`src/rtl/txlog_pkg.sv`:
```
package txlog_pkg;
    typedef enum logic [1:0] {
        OP_NONE  = 2'b00,
        OP_BEGIN = 2'b01,
        OP_END   = 2'b10,
        OP_ABORT = 2'b11
    } tx_op_t;

    typedef enum logic [3:0] {
        S_IDLE, S_RD_OLD, S_LOG_A, S_LOG_D, S_WR,
        S_LD, S_LD_RSP, S_AB_RA, S_AB_RD, S_AB_WR, S_AB_DONE
    } tx_state_t;
endpackage

```
`src/rtl/txlog_wbits.sv`:
```
module txlog_wbits #(
    parameter int AW = 8
) (
    input  logic          clk,
    input  logic          rst_n,
    input  logic          set,
    input  logic [AW-1:0] set_idx,
    input  logic          clr,
    input  logic [AW-1:0] q_idx,
    output logic          hit
);
    localparam int WORDS = 1 << AW;

    logic [WORDS-1:0] bits;

    always_ff @(posedge clk or negedge rst_n) begin
        if (!rst_n)
            bits <= '0;
        else if (clr)
            bits <= '0;
        else if (set)
            bits[set_idx] <= 1'b1;
    end

    assign hit = bits[q_idx];

    AST_WBIT_SET: assert property (@(posedge clk) disable iff (!rst_n)
        (set && !clr) |=> bits[$past(set_idx)]);
endmodule

```
`src/rtl/txlog_ptr.sv`:
```
module txlog_ptr #(
    parameter int ENTRIES = 4,
    parameter int PW      = $clog2(ENTRIES + 1)
) (
    input  logic          clk,
    input  logic          rst_n,
    input  logic          inc,
    input  logic          dec,
    input  logic          clr,
    output logic [PW-1:0] ptr,
    output logic          full,
    output logic          empty
);
    localparam logic [PW-1:0] LIMIT = PW'(ENTRIES);

    always_ff @(posedge clk or negedge rst_n) begin
        if (!rst_n)
            ptr <= '0;
        else if (clr)
            ptr <= '0;
        else if (inc)
            ptr <= ptr + 1'b1;
        else if (dec)
            ptr <= ptr - 1'b1;
    end

    assign full  = (ptr == LIMIT);
    assign empty = (ptr == '0);

    AST_NO_INC_FULL: assert property (@(posedge clk) disable iff (!rst_n)
        inc |-> !full);
    AST_NO_DEC_EMPTY: assert property (@(posedge clk) disable iff (!rst_n)
        dec |-> !empty);
endmodule

```
`src/rtl/txlog_unit.sv`:
```
module txlog_unit #(
    parameter int AW          = 8,
    parameter int DW          = 16,
    parameter int LOG_BASE    = 192,
    parameter int LOG_ENTRIES = 4
) (
    input  logic          clk,
    input  logic          rst_n,
    input  logic          cmd_valid,
    input  logic [1:0]    cmd_op,
    input  logic          req_valid,
    input  logic          req_we,
    input  logic [AW-1:0] req_addr,
    input  logic [DW-1:0] req_wdata,
    output logic          resp_valid,
    output logic [DW-1:0] resp_rdata,
    output logic          busy,
    output logic          in_tx,
    output logic          ovf_err,
    output logic          abort_done,
    output logic          mem_req,
    output logic          mem_we,
    output logic [AW-1:0] mem_addr,
    output logic [DW-1:0] mem_wdata,
    input  logic [DW-1:0] mem_rdata
);
    import txlog_pkg::*;

    localparam int PW = $clog2(LOG_ENTRIES + 1);
    localparam logic [AW-1:0] BASE_A = AW'(LOG_BASE);

    tx_state_t     state, nstate;
    logic [AW-1:0] addr_q;
    logic [DW-1:0] data_q, old_q;
    logic [PW-1:0] log_ptr;
    logic          ptr_full, ptr_empty, wb_hit;
    logic          ptr_inc, ptr_dec, ptr_clr, wb_set, wb_clr;
    logic          tx_set, tx_clr, ovf_set;
    logic [AW-1:0] ent_new, ent_top;
    tx_op_t        op;

    assign op      = tx_op_t'(cmd_op);
    assign ent_new = BASE_A + (AW'(log_ptr) << 1);
    assign ent_top = BASE_A + (AW'(log_ptr - 1'b1) << 1);

    txlog_ptr #(.ENTRIES(LOG_ENTRIES), .PW(PW)) u_ptr (
        .clk(clk), .rst_n(rst_n), .inc(ptr_inc), .dec(ptr_dec), .clr(ptr_clr),
        .ptr(log_ptr), .full(ptr_full), .empty(ptr_empty)
    );

    txlog_wbits #(.AW(AW)) u_wbits (
        .clk(clk), .rst_n(rst_n), .set(wb_set), .set_idx(addr_q), .clr(wb_clr),
        .q_idx(req_addr), .hit(wb_hit)
    );

    // state register
    always_ff @(posedge clk or negedge rst_n) begin
        if (!rst_n) state <= S_IDLE;
        else        state <= nstate;
    end

    // next state and control
    always_comb begin
        nstate  = state;
        ptr_inc = 1'b0; ptr_dec = 1'b0; ptr_clr = 1'b0;
        wb_set  = 1'b0; wb_clr  = 1'b0;
        tx_set  = 1'b0; tx_clr  = 1'b0; ovf_set = 1'b0;
        unique case (state)
            S_IDLE: begin
                if (cmd_valid) begin
                    if (op == OP_BEGIN && !in_tx) begin
                        tx_set = 1'b1;
                    end else if (op == OP_END && in_tx) begin
                        tx_clr = 1'b1; ptr_clr = 1'b1; wb_clr = 1'b1;
                    end else if (op == OP_ABORT && in_tx) begin
                        nstate = ptr_empty ? S_AB_DONE : S_AB_RA;
                    end
                end else if (req_valid) begin
                    if (!req_we)
                        nstate = S_LD;
                    else if (in_tx && !wb_hit) begin
                        if (ptr_full) ovf_set = 1'b1;
                        else          nstate  = S_RD_OLD;
                    end else
                        nstate = S_WR;
                end
            end
            S_RD_OLD:  nstate = S_LOG_A;
            S_LOG_A:   nstate = S_LOG_D;
            S_LOG_D: begin
                ptr_inc = 1'b1; wb_set = 1'b1; nstate = S_WR;
            end
            S_WR:      nstate = S_IDLE;
            S_LD:      nstate = S_LD_RSP;
            S_LD_RSP:  nstate = S_IDLE;
            S_AB_RA:   nstate = S_AB_RD;
            S_AB_RD:   nstate = S_AB_WR;
            S_AB_WR: begin
                ptr_dec = 1'b1;
                nstate  = (log_ptr == PW'(1)) ? S_AB_DONE : S_AB_RA;
            end
            S_AB_DONE: begin
                ptr_clr = 1'b1; wb_clr = 1'b1; tx_clr = 1'b1; nstate = S_IDLE;
            end
            default:   nstate = S_IDLE;
        endcase
    end

    // outputs
    always_comb begin
        mem_req = 1'b0; mem_we = 1'b0; mem_addr = addr_q; mem_wdata = data_q;
        resp_valid = 1'b0; abort_done = 1'b0;
        unique case (state)
            S_RD_OLD:  mem_req = 1'b1;
            S_LOG_A:   begin mem_req = 1'b1; mem_we = 1'b1; mem_addr = ent_new;
                             mem_wdata = DW'(addr_q); end
            S_LOG_D:   begin mem_req = 1'b1; mem_we = 1'b1; mem_addr = ent_new + 1'b1;
                             mem_wdata = old_q; end
            S_WR:      begin mem_req = 1'b1; mem_we = 1'b1; end
            S_LD:      mem_req = 1'b1;
            S_LD_RSP:  resp_valid = 1'b1;
            S_AB_RA:   begin mem_req = 1'b1; mem_addr = ent_top; end
            S_AB_RD:   begin mem_req = 1'b1; mem_addr = ent_top + 1'b1; end
            S_AB_WR:   begin mem_req = 1'b1; mem_we = 1'b1; mem_wdata = mem_rdata; end
            S_AB_DONE: abort_done = 1'b1;
            default:   ;
        endcase
    end

    assign busy       = (state != S_IDLE);
    assign resp_rdata = mem_rdata;

    // datapath registers
    always_ff @(posedge clk or negedge rst_n) begin
        if (!rst_n) begin
            addr_q <= '0; data_q <= '0; old_q <= '0;
            in_tx  <= 1'b0; ovf_err <= 1'b0;
        end else begin
            ovf_err <= ovf_set;
            if (tx_set)      in_tx <= 1'b1;
            else if (tx_clr) in_tx <= 1'b0;
            if (state == S_IDLE && req_valid && !cmd_valid) begin
                addr_q <= req_addr; data_q <= req_wdata;
            end
            if (state == S_LOG_A) old_q  <= mem_rdata;
            if (state == S_AB_RD) addr_q <= AW'(mem_rdata);
        end
    end

    AST_COMMIT_CLEARS: assert property (@(posedge clk) disable iff (!rst_n)
        (state == S_IDLE && cmd_valid && op == OP_END && in_tx)
        |=> (!in_tx && log_ptr == '0));
    AST_ABORT_DONE_EMPTY: assert property (@(posedge clk) disable iff (!rst_n)
        abort_done |-> (log_ptr == '0 && in_tx));
    AST_ABORT_ONE_PULSE: assert property (@(posedge clk) disable iff (!rst_n)
        abort_done |=> (!abort_done && !in_tx));
    AST_OVF_NO_WRITE: assert property (@(posedge clk) disable iff (!rst_n)
        ovf_err |-> !mem_we);
    AST_RESP_PULSE: assert property (@(posedge clk) disable iff (!rst_n)
        resp_valid |=> !resp_valid);
    AST_BEGIN_OPENS: assert property (@(posedge clk) disable iff (!rst_n)
        (state == S_IDLE && cmd_valid && op == OP_BEGIN) |=> in_tx);
endmodule

```
`config.mk`:
```
export PLATFORM = sky130hd
export DESIGN_NAME = txlog_unit
export DESIGN_NICKNAME = d
export VERILOG_FILES = /design/src/rtl/txlog_pkg.sv /design/src/rtl/txlog_wbits.sv /design/src/rtl/txlog_ptr.sv /design/src/rtl/txlog_unit.sv
export SDC_FILE = /design/constraint.sdc
export NUM_CORES = 1
export LEC_CHECK = 0
export BUFFER_PORTS_ARGS = -buffer_cell sky130_fd_sc_hd__buf_2
export CAP_MARGIN = 5
export CORE_MARGIN = 3
export CORE_UTILIZATION = 44
export DETAILED_ROUTE_END_ITERATION = 7
export MAX_ROUTING_LAYER = met4
export SLEW_MARGIN = 20
export SYNTH_ARGS = -nofsm -noshare
export SYNTH_HDL_FRONTEND = slang
export SYNTH_SLANG_ARGS = --single-unit
```
`constraint.sdc`:
```
create_clock -name clk -period 6.9 [get_ports clk]
set_clock_uncertainty 0.1 [all_clocks]
set_input_delay 2.07 -clock clk [delete_from_list [all_inputs] [get_ports clk]]
set_output_delay 2.07 -clock clk [all_outputs]
set_load 0.01 [all_outputs]
```
==> results of run 1 <==
==> power breakdown <==
group / internal, mW / switching, mW / leakage [nW]
registers: 2.59 / 0.555 / 4.04
logic: 0.964 / 1.29 / 3.12
clock network: 1.15 / 0.752 / 0.594
==> logic make-up (layout without fill, tap and decap cells) <==
logic type	after synthesis	in the layout	share of synthesized area
compound gates	356	356	0.1411
flops	305	305	0.5320
mux	102	102	0.1228
fa+ha+maj	4	4	0.003489
buf+inv	151	196	0.04823
simple gates	516	516	0.1524
==> state kept, by name, summed over array words and instances, names as in the netlist <==
register	cells
u_wbits.bits	256
data_q	16
old_q	16
addr_q	8
state	4
u_ptr.ptr	3
in_tx	1
ovf_err	1
==> final timing paths <==
path | slack [ns] | cells past startpoint | end
setup / recovery | 1.79 | 5 | mem_addr[3]
hold / removal | 0.37 | 2 | data_q[8]
setup reg to reg | 3.33 | 7 | u_wbits.bits[52]
hold reg to reg | 0.37 | 2 | data_q[8]
max in group asynchronous | 3.78 | 2 | u_wbits.bits[229]
min in group asynchronous | 1.51 | 1 | old_q[8]
==> critical path, stage by stage (launching register included) <==
cell	delay, ns
dfrtp_1	0.67
nand2_1	0.62
and2_0	0.48
a222oi_1	0.45
inv_1	0.06
buf_2	0.14
==> layout make-up <==
type | count | share of cell area
clock buffer | 49 | 0.06251
clock inverter | 15 | 0.01037
timing repair buffer | 117 | 0.04209
sequential | 305 | 0.4685
inverter | 15 | 0.003456
multi-input combinational | 978 | 0.3797
tap | 435 | 0.03341
==> layer usage <==
layer	up-vias	GRT usage
met5	-	-
met4	0	0.06514
met3	86	0.04077
met2	404	0.3717
met1	5588	0.3307
li1	5037	-
==> placed cells by master (no fill, tap or decap), types with 7 or more instances in the layout <==
cell	synthesis	routed
a22oi_1	14	14
nor2_1	311	307
dfrtp_1	305	305
inv_1	14	14
mux2i_1	23	23
o21ai_0	12	12
nor2b_1	8	8
mux4_2	53	53
and3_1	10	10
mux2_2	23	23
o22ai_1	7	7
nor3_1	27	14
buf_2	7	90
nand3_1	28	27
clkbuf_16	0	35
clkbuf_8	0	9
nor3_4	0	11
nand2b_1	16	16
a221o_1	11	11
a21oi_1	265	265
nand2_1	89	89
buf_4	22	24
clkinv_2	0	7
==> impl_results.md, run 1 <==
- Status: complete, no violations
- Critical Path Fanout Max: 23
- Vias in the first global route: 11080
- Clk root buf: clkbuf_16
- Post-DP HPWL: 24.42 mm
- Final setup viols: 0
- Io pins: 94
- Top Layer Used: met4
- Mapped Area: 0.01435 mm2
- Crit path launch: state[1]
- Met1 wire length: 17.86 mm
- Lkg Pwr: 7.760 nW
- Drt wl/cell: 21.25 um
- Largest net degree at the start of global routing: 124
- Seq/Total Area, Yosys: 0.5320
- PwrDens: 448.0 mW/mm2
- Total grt overflow: 0
- Core Region: 0.03188 mm2
- Worst path required time: 4.73 ns
- Max Slew Vio Count: 0
- Cell count after synthesis: 1434
- DR WL met3: 2.718 mm
- Slew @ Worst Pin: 1.154 ns
- Final setup margin: 1.786 ns
- Post-route ant nets: 0
- Hold slack: 0.3670 ns
- Hold_buf cts: 0
- Final critical-path required period: 5.114 ns
- Post-layout net count: 1503
- PortBufs: 93
- Peak VDD IR: 217.9 uV
- Total number of vias: 11120
- Period utilisation layout: 0.7411
- Antenna cells: 0
- Gpl congestion: 0.8204
- Reg2reg start: state[3]
- Finished Cell Area: 0.01629 mm2
- Setup TNS: 0 ns
- FILL cells: 2970
- Post-synth EDFFs: 0
- CTS Buf Count: 35
- Synthesized area per cell: 10.00 um2
- Synth area leader: dfrtp_1
- Synth Net Count: 1485
- Multi-input logic area: 0.006186 mm2
- Clk pin slew, worst setup/hold paths: 0.06 ns
- Placement Setup Slack: 1.391 ns
- DRC: 0
- CP endpoint kind: output pin
- Post-cts sizing count: 0
- Initial DRC Count: 1022
- Post-synth top area share: 0.5320
- Die area: 0.03481 mm2
- Utilization after layout: 0.5110
- Worst EP arrival: 2.94 ns
- First-pass GRT wire length: 64.99 mm
- DR vias/cell: 5.807
- RSZ-0062 raised after global routing: no
- Initial antenna violation count: 0
- Worst Path Class, Setup: flop to output pin
- Drt total wl: 40.67 mm
- Gr usage total: 0.2397
- Unique masters post-synth: 57
- Syn. warnings: 0
- Area delta synth->final: 13.56%
- Main area contributors after synthesis: dfrtp_1 (53%), a21oi_1 (9.2%), mux4_2 (8.3%)
- Cell Area, Placed: 0.01509 mm2
- CTS Sinks: 305
- Hold path start: data_q[8]
- Initial Util: 0.4500
- Hold Fails Final Rpt: 0
- #FFs+latches synth: 305
- Initial DRT Pass Iterations: 5
- Max Fclk: 0.1956 GHz
- Async SR Flop Fraction: 1.000
- Most common cell in the netlist: nor2_1
- Slew HR: 0.2283
- Die height: 186.6 um
- Met2 wire length: 18.98 mm
- Register area: 0.007632 mm2
- Post-CTS Setup Bufs: 0
- Pwr Total: 7.299 mW
- Ys flop type: dfrtp_1
- Startpoint Class: flop
- Clock buffer depth: 3
- Worst min path class: flop to flop
- Fraction of layout cells with a size suffix above 1: 0.1880
- H-tree depth: 2
- Synth cell count leaders: nor2_1 (311), dfrtp_1 (305), a21oi_1 (265)
- Cell Count Post-Placement: 1850
- Maxcap violations: 0
- CTS tree: done
- Fin cells: 1914
- Worst-Skew Late Latency: 0.52 ns
- Die X: 186.6 um
- Rows: 65
Note: power is estimated with default switching activity, not from simulation.
==> run 2: changes to the inputs <==
--- a/config.mk
+++ b/config.mk
@@ -5,6 +5,7 @@
 export SDC_FILE = /design/constraint.sdc
 export NUM_CORES = 1
 export LEC_CHECK = 0
+export ABC_AREA = 1
 export BUFFER_PORTS_ARGS = -buffer_cell sky130_fd_sc_hd__buf_2
 export CAP_MARGIN = 5
 export CORE_MARGIN = 3
==> constraint.sdc (replaced) <==
create_clock -name clk -period 5 [get_ports clk]
set_clock_uncertainty 0.1 [all_clocks]
set_input_delay 1.5 -clock clk [delete_from_list [all_inputs] [get_ports clk]]
set_output_delay 1.5 -clock clk [all_outputs]
set_load 0.01 [all_outputs]
==> impl_results.md, run 2 <==
- Worst-Skew Late Latency: 0.51 ns (was 0.52 ns)
- Async SR Flop Fraction: 1.000 (unchanged)
- Gpl congestion: 0.9083 (was 0.8204)
- Multi-input logic area: 0.006175 mm2 (was 0.006186 mm2)
- Vias in the first global route: 13340 (was 11080)
- Max Slew Vio Count: 0 (unchanged)
- Initial DRT Pass Iterations: 8 (was 5)
- Cell Chain, Critical Path: nor2_1, inv_1, nor2_1, inv_1, o2111ai_1, buf_2 (was nand2_1, and2_0, a222oi_1, inv_1, buf_2)
- CTS Sinks: 305 (unchanged)
- Core Region: 0.03454 mm2 (was 0.03188 mm2)
- Io pins: 94 (unchanged)
- Biggest regs: u_wbits.bits x256, data_q x16, old_q x16 (unchanged)
- Setup TNS: 0 ns (unchanged)
- Lkg Pwr: 8.959 nW (was 7.760 nW)
- Unique masters post-synth: 34 (was 57)
- Mapped Area: 0.01546 mm2 (was 0.01435 mm2)
- Largest Register: u_wbits.bits (unchanged)
- Critical Path Fanout Max: 38 (was 23)
- R2r setup slk: 2.14 ns (was 3.33 ns)
- Post-cts sizing count: 0 (unchanged)
- Register area: 0.007632 mm2 (unchanged)
- Seq/Total Area, Yosys: 0.4938 (was 0.5320)
- Worst Path Class, Setup: flop to output pin (unchanged)
- Antenna cells: 0 (unchanged)
- CP endpoint kind: output pin (unchanged)
- Most frequent cells in the layout: nand2_1 (411), nor2_1 (312), dfrtp_1 (305), nand3_1 (246), inv_1 (235) (was nor2_1 (307), dfrtp_1 (305), a21oi_1 (265), buf_2 (90), nand2_1 (89))
- Post-layout net count: 2084 (was 1503)
- Slew HR: 0.2064 (was 0.2283)
- Fraction of layout cells with a size suffix above 1: 0.08649 (was 0.1880)
- Largest net degree at the start of global routing: 239 (was 124)
- Hold path start: data_q[13] (was data_q[8])
- Hold_buf cts: 0 (unchanged)
- Max Fclk: 0.2321 GHz
- Clock buffer depth: 3 (unchanged)
- Worst min path class: flop to flop (unchanged)
- Clk pin slew, worst setup/hold paths: 0.06 ns (about the same)
- DR vias/cell: 5.397 (was 5.807)
- Final critical-path required period: 4.309 ns
- Rows: 68 (was 65)
- CTS Buf Count: 36 (was 35)
- Synth area leader: dfrtp_1 (unchanged)
- Maxcap violations: 0 (unchanged)
- CP max-delay cell: inv_1 (was dfrtp_1)
- Hold depth: 2 (unchanged)
- Initial Util: 0.4474 (was 0.4500)
- Main area contributors after synthesis: dfrtp_1 (49%), nand2_1 (10%), nand3_1 (8.0%) (was dfrtp_1 (53%), a21oi_1 (9.2%), mux4_2 (8.3%))
- Reg2reg start: state[2] (was state[3])
- Final setup viols: 0 (unchanged)
- Die height: 193.4 um (was 186.6 um)
- Die area: 0.03741 mm2 (was 0.03481 mm2)
- Drt total wl: 46.70 mm (was 40.67 mm)
- Drt wl/cell: 18.58 um (was 21.25 um)
- RR Endpoint: u_wbits.bits[240] (was u_wbits.bits[52])
- Initial DRC Count: 1476 (was 1022)
- Worst EP arrival: 2.71 ns (was 2.94 ns)
- CP Buf/Inv Count: 3 (was 2)
- Worst R2R Path Depth: 11 (was 7)
- RSZ-0062 raised after global routing: no (unchanged)
- Synth cell count leaders: nand2_1 (412), nor2_1 (312), dfrtp_1 (305) (was nor2_1 (311), dfrtp_1 (305), a21oi_1 (265))
- Total number of vias: 13560 (was 11120)
- Post-route ant nets: 0 (unchanged)
- Commonest non-fill, non-tap cell in the layout: nand2_1 (was nor2_1)
- Synthesized area per cell: 7.652 um2 (was 10.00 um2)
- Slew @ Worst Pin: 1.188 ns (was 1.154 ns)
- First-pass GRT wire length: 74.95 mm (was 64.99 mm)
- Die X: 193.4 um (was 186.6 um)
- Fin cells: 2513 (was 1914)
- Ys flop type: dfrtp_1 (unchanged)
- #FFs+latches synth: 305 (unchanged)
- Post-CTS Setup Bufs: 0 (unchanged)
- Peak VDD IR: 273.6 uV (was 217.9 uV)
- H-tree depth: 2 (unchanged)
- PortBufs: 93 (unchanged)
- Period utilisation layout: 0.8618
- DRC: 0 (unchanged)
- Post-DP HPWL: 27.36 mm (was 24.42 mm)
- Clk root buf: clkbuf_16 (unchanged)
- Largest register FFs: 256 (unchanged)
- Post-synth EDFFs: 0 (unchanged)
- Post-synth top area share: 0.4938 (was 0.5320)
- Syn. warnings: 0 (unchanged)
- Worst path required time: 3.40 ns (was 4.73 ns)
- Delay-heaviest family, CP: buffers and inverters (was simple AND/OR/NAND/NOR gates)
- CTS tree: done (unchanged)
- Crit path largest cell delay: 0.53 ns (was 0.67 ns)
- Cell count after synthesis: 2020 (was 1434)
- Area delta synth->final: 11.36% (was 13.56%)
- Hold endpoint: data_q[13] (was data_q[8])
- Utilization after layout: 0.4983 (was 0.5110)
- Total grt overflow: 0 (unchanged)
- FILL cells: 3439 (was 2970)
- Synth Net Count: 2071 (was 1485)
- Most common cell in the netlist: nand2_1 (was nor2_1)
- Hold Fails Final Rpt: 0 (unchanged)
- Startpoint Class: flop (unchanged)
- Gr usage total: 0.2535 (was 0.2397)
- PwrDens: 470.1 mW/mm2 (was 448.0 mW/mm2)
- Initial antenna violation count: 0 (unchanged)
- Cell Count Post-Placement: 2450 (was 1850)
- Status: complete, no violations (unchanged)
-- run 2: worst max path at each step --
stage                             start       endpoint  slack (ns)  cells after the start
after detailed placement    req_addr[0]       state[1]        0.83                     17
after global placement      req_addr[0]       state[3]        0.83                     17
after floorplan           mem_rdata[10]  mem_wdata[10]        1.62                      2
after CTS                      state[2]   mem_wdata[6]        0.75                      6
final                          state[2]   mem_wdata[7]        0.69                      6
after global routing           state[0]    mem_addr[5]        0.50                     10
-- run 2: cell families after synthesis --
kind of cell | after synthesis | share of synthesized area
AO/OA/AOI/OAI | 338 | 0.1323
XOR/XNOR | 2 | 0.001134
adder cells (fa/ha/maj) | 4 | 0.003238
buffers and inverters | 383 | 0.1073
flip-flops | 305 | 0.4938
AND/OR/NAND/NOR | 988 | 0.2622
-- run 2: layout make-up --
cell class,instances,area share
sequential,305,0.4434
multi-input combinational,1332,0.3588
clock buffer,54,0.06215
inverter,241,0.05263
timing repair buffer,117,0.04260
tap,455,0.03308
clock inverter,9,0.007342
-- run 2: metal layers --
layer / share of wire / routed length, um / global-route usage / vias up
li1: - / - / - / 6418
met1: 0.46 / 21460 / 0.3564 / 6638
met2: 0.45 / 21210 / 0.3896 / 426
met3: 0.060 / 2815 / 0.03187 / 81
met4: 0.026 / 1210 / 0.07286 / 0
met5: 0 / 0 / - / -
-- run 2: through the flow --
| stage | hold slack (ns) | worst slack [ns] | total power, mW | cell area [um2] |
|---|---|---|---|---|
| after floorplan | 0.3422 | 1.620 | 4.681 | 15460 |
| after global placement | 0.3546 | 0.8289 | 5.411 | 16010 |
| after detailed placement | 0.3648 | 0.8269 | 5.447 | 16010 |
| after CTS | 0.3805 | 0.7480 | 8.112 | 17210 |
| after global routing | 0.3994 | 0.5021 | 8.553 | 17210 |
| final | 0.3768 | 0.6912 | 8.092 | 17210 |
-- run 2: worst reg2reg max path, stage by stage (launching register included) --
cell and delay, ns:
dfrtp_1 0.39, nor2_1 0.18, inv_1 0.13, nor2_2 0.10, buf_4 0.35, inv_1 0.38, nor2_1 0.46, buf_4 0.27
inv_1 0.12, o21ai_0 0.16, nand2_1 0.07, inv_1 0.07
-- run 2: power by group --
part           switching [mW]  leakage, nW  internal, mW
Sequential              0.285         4.17          2.92
Clock                    1.03        0.586          1.63
Combinational            1.53         4.21         0.703
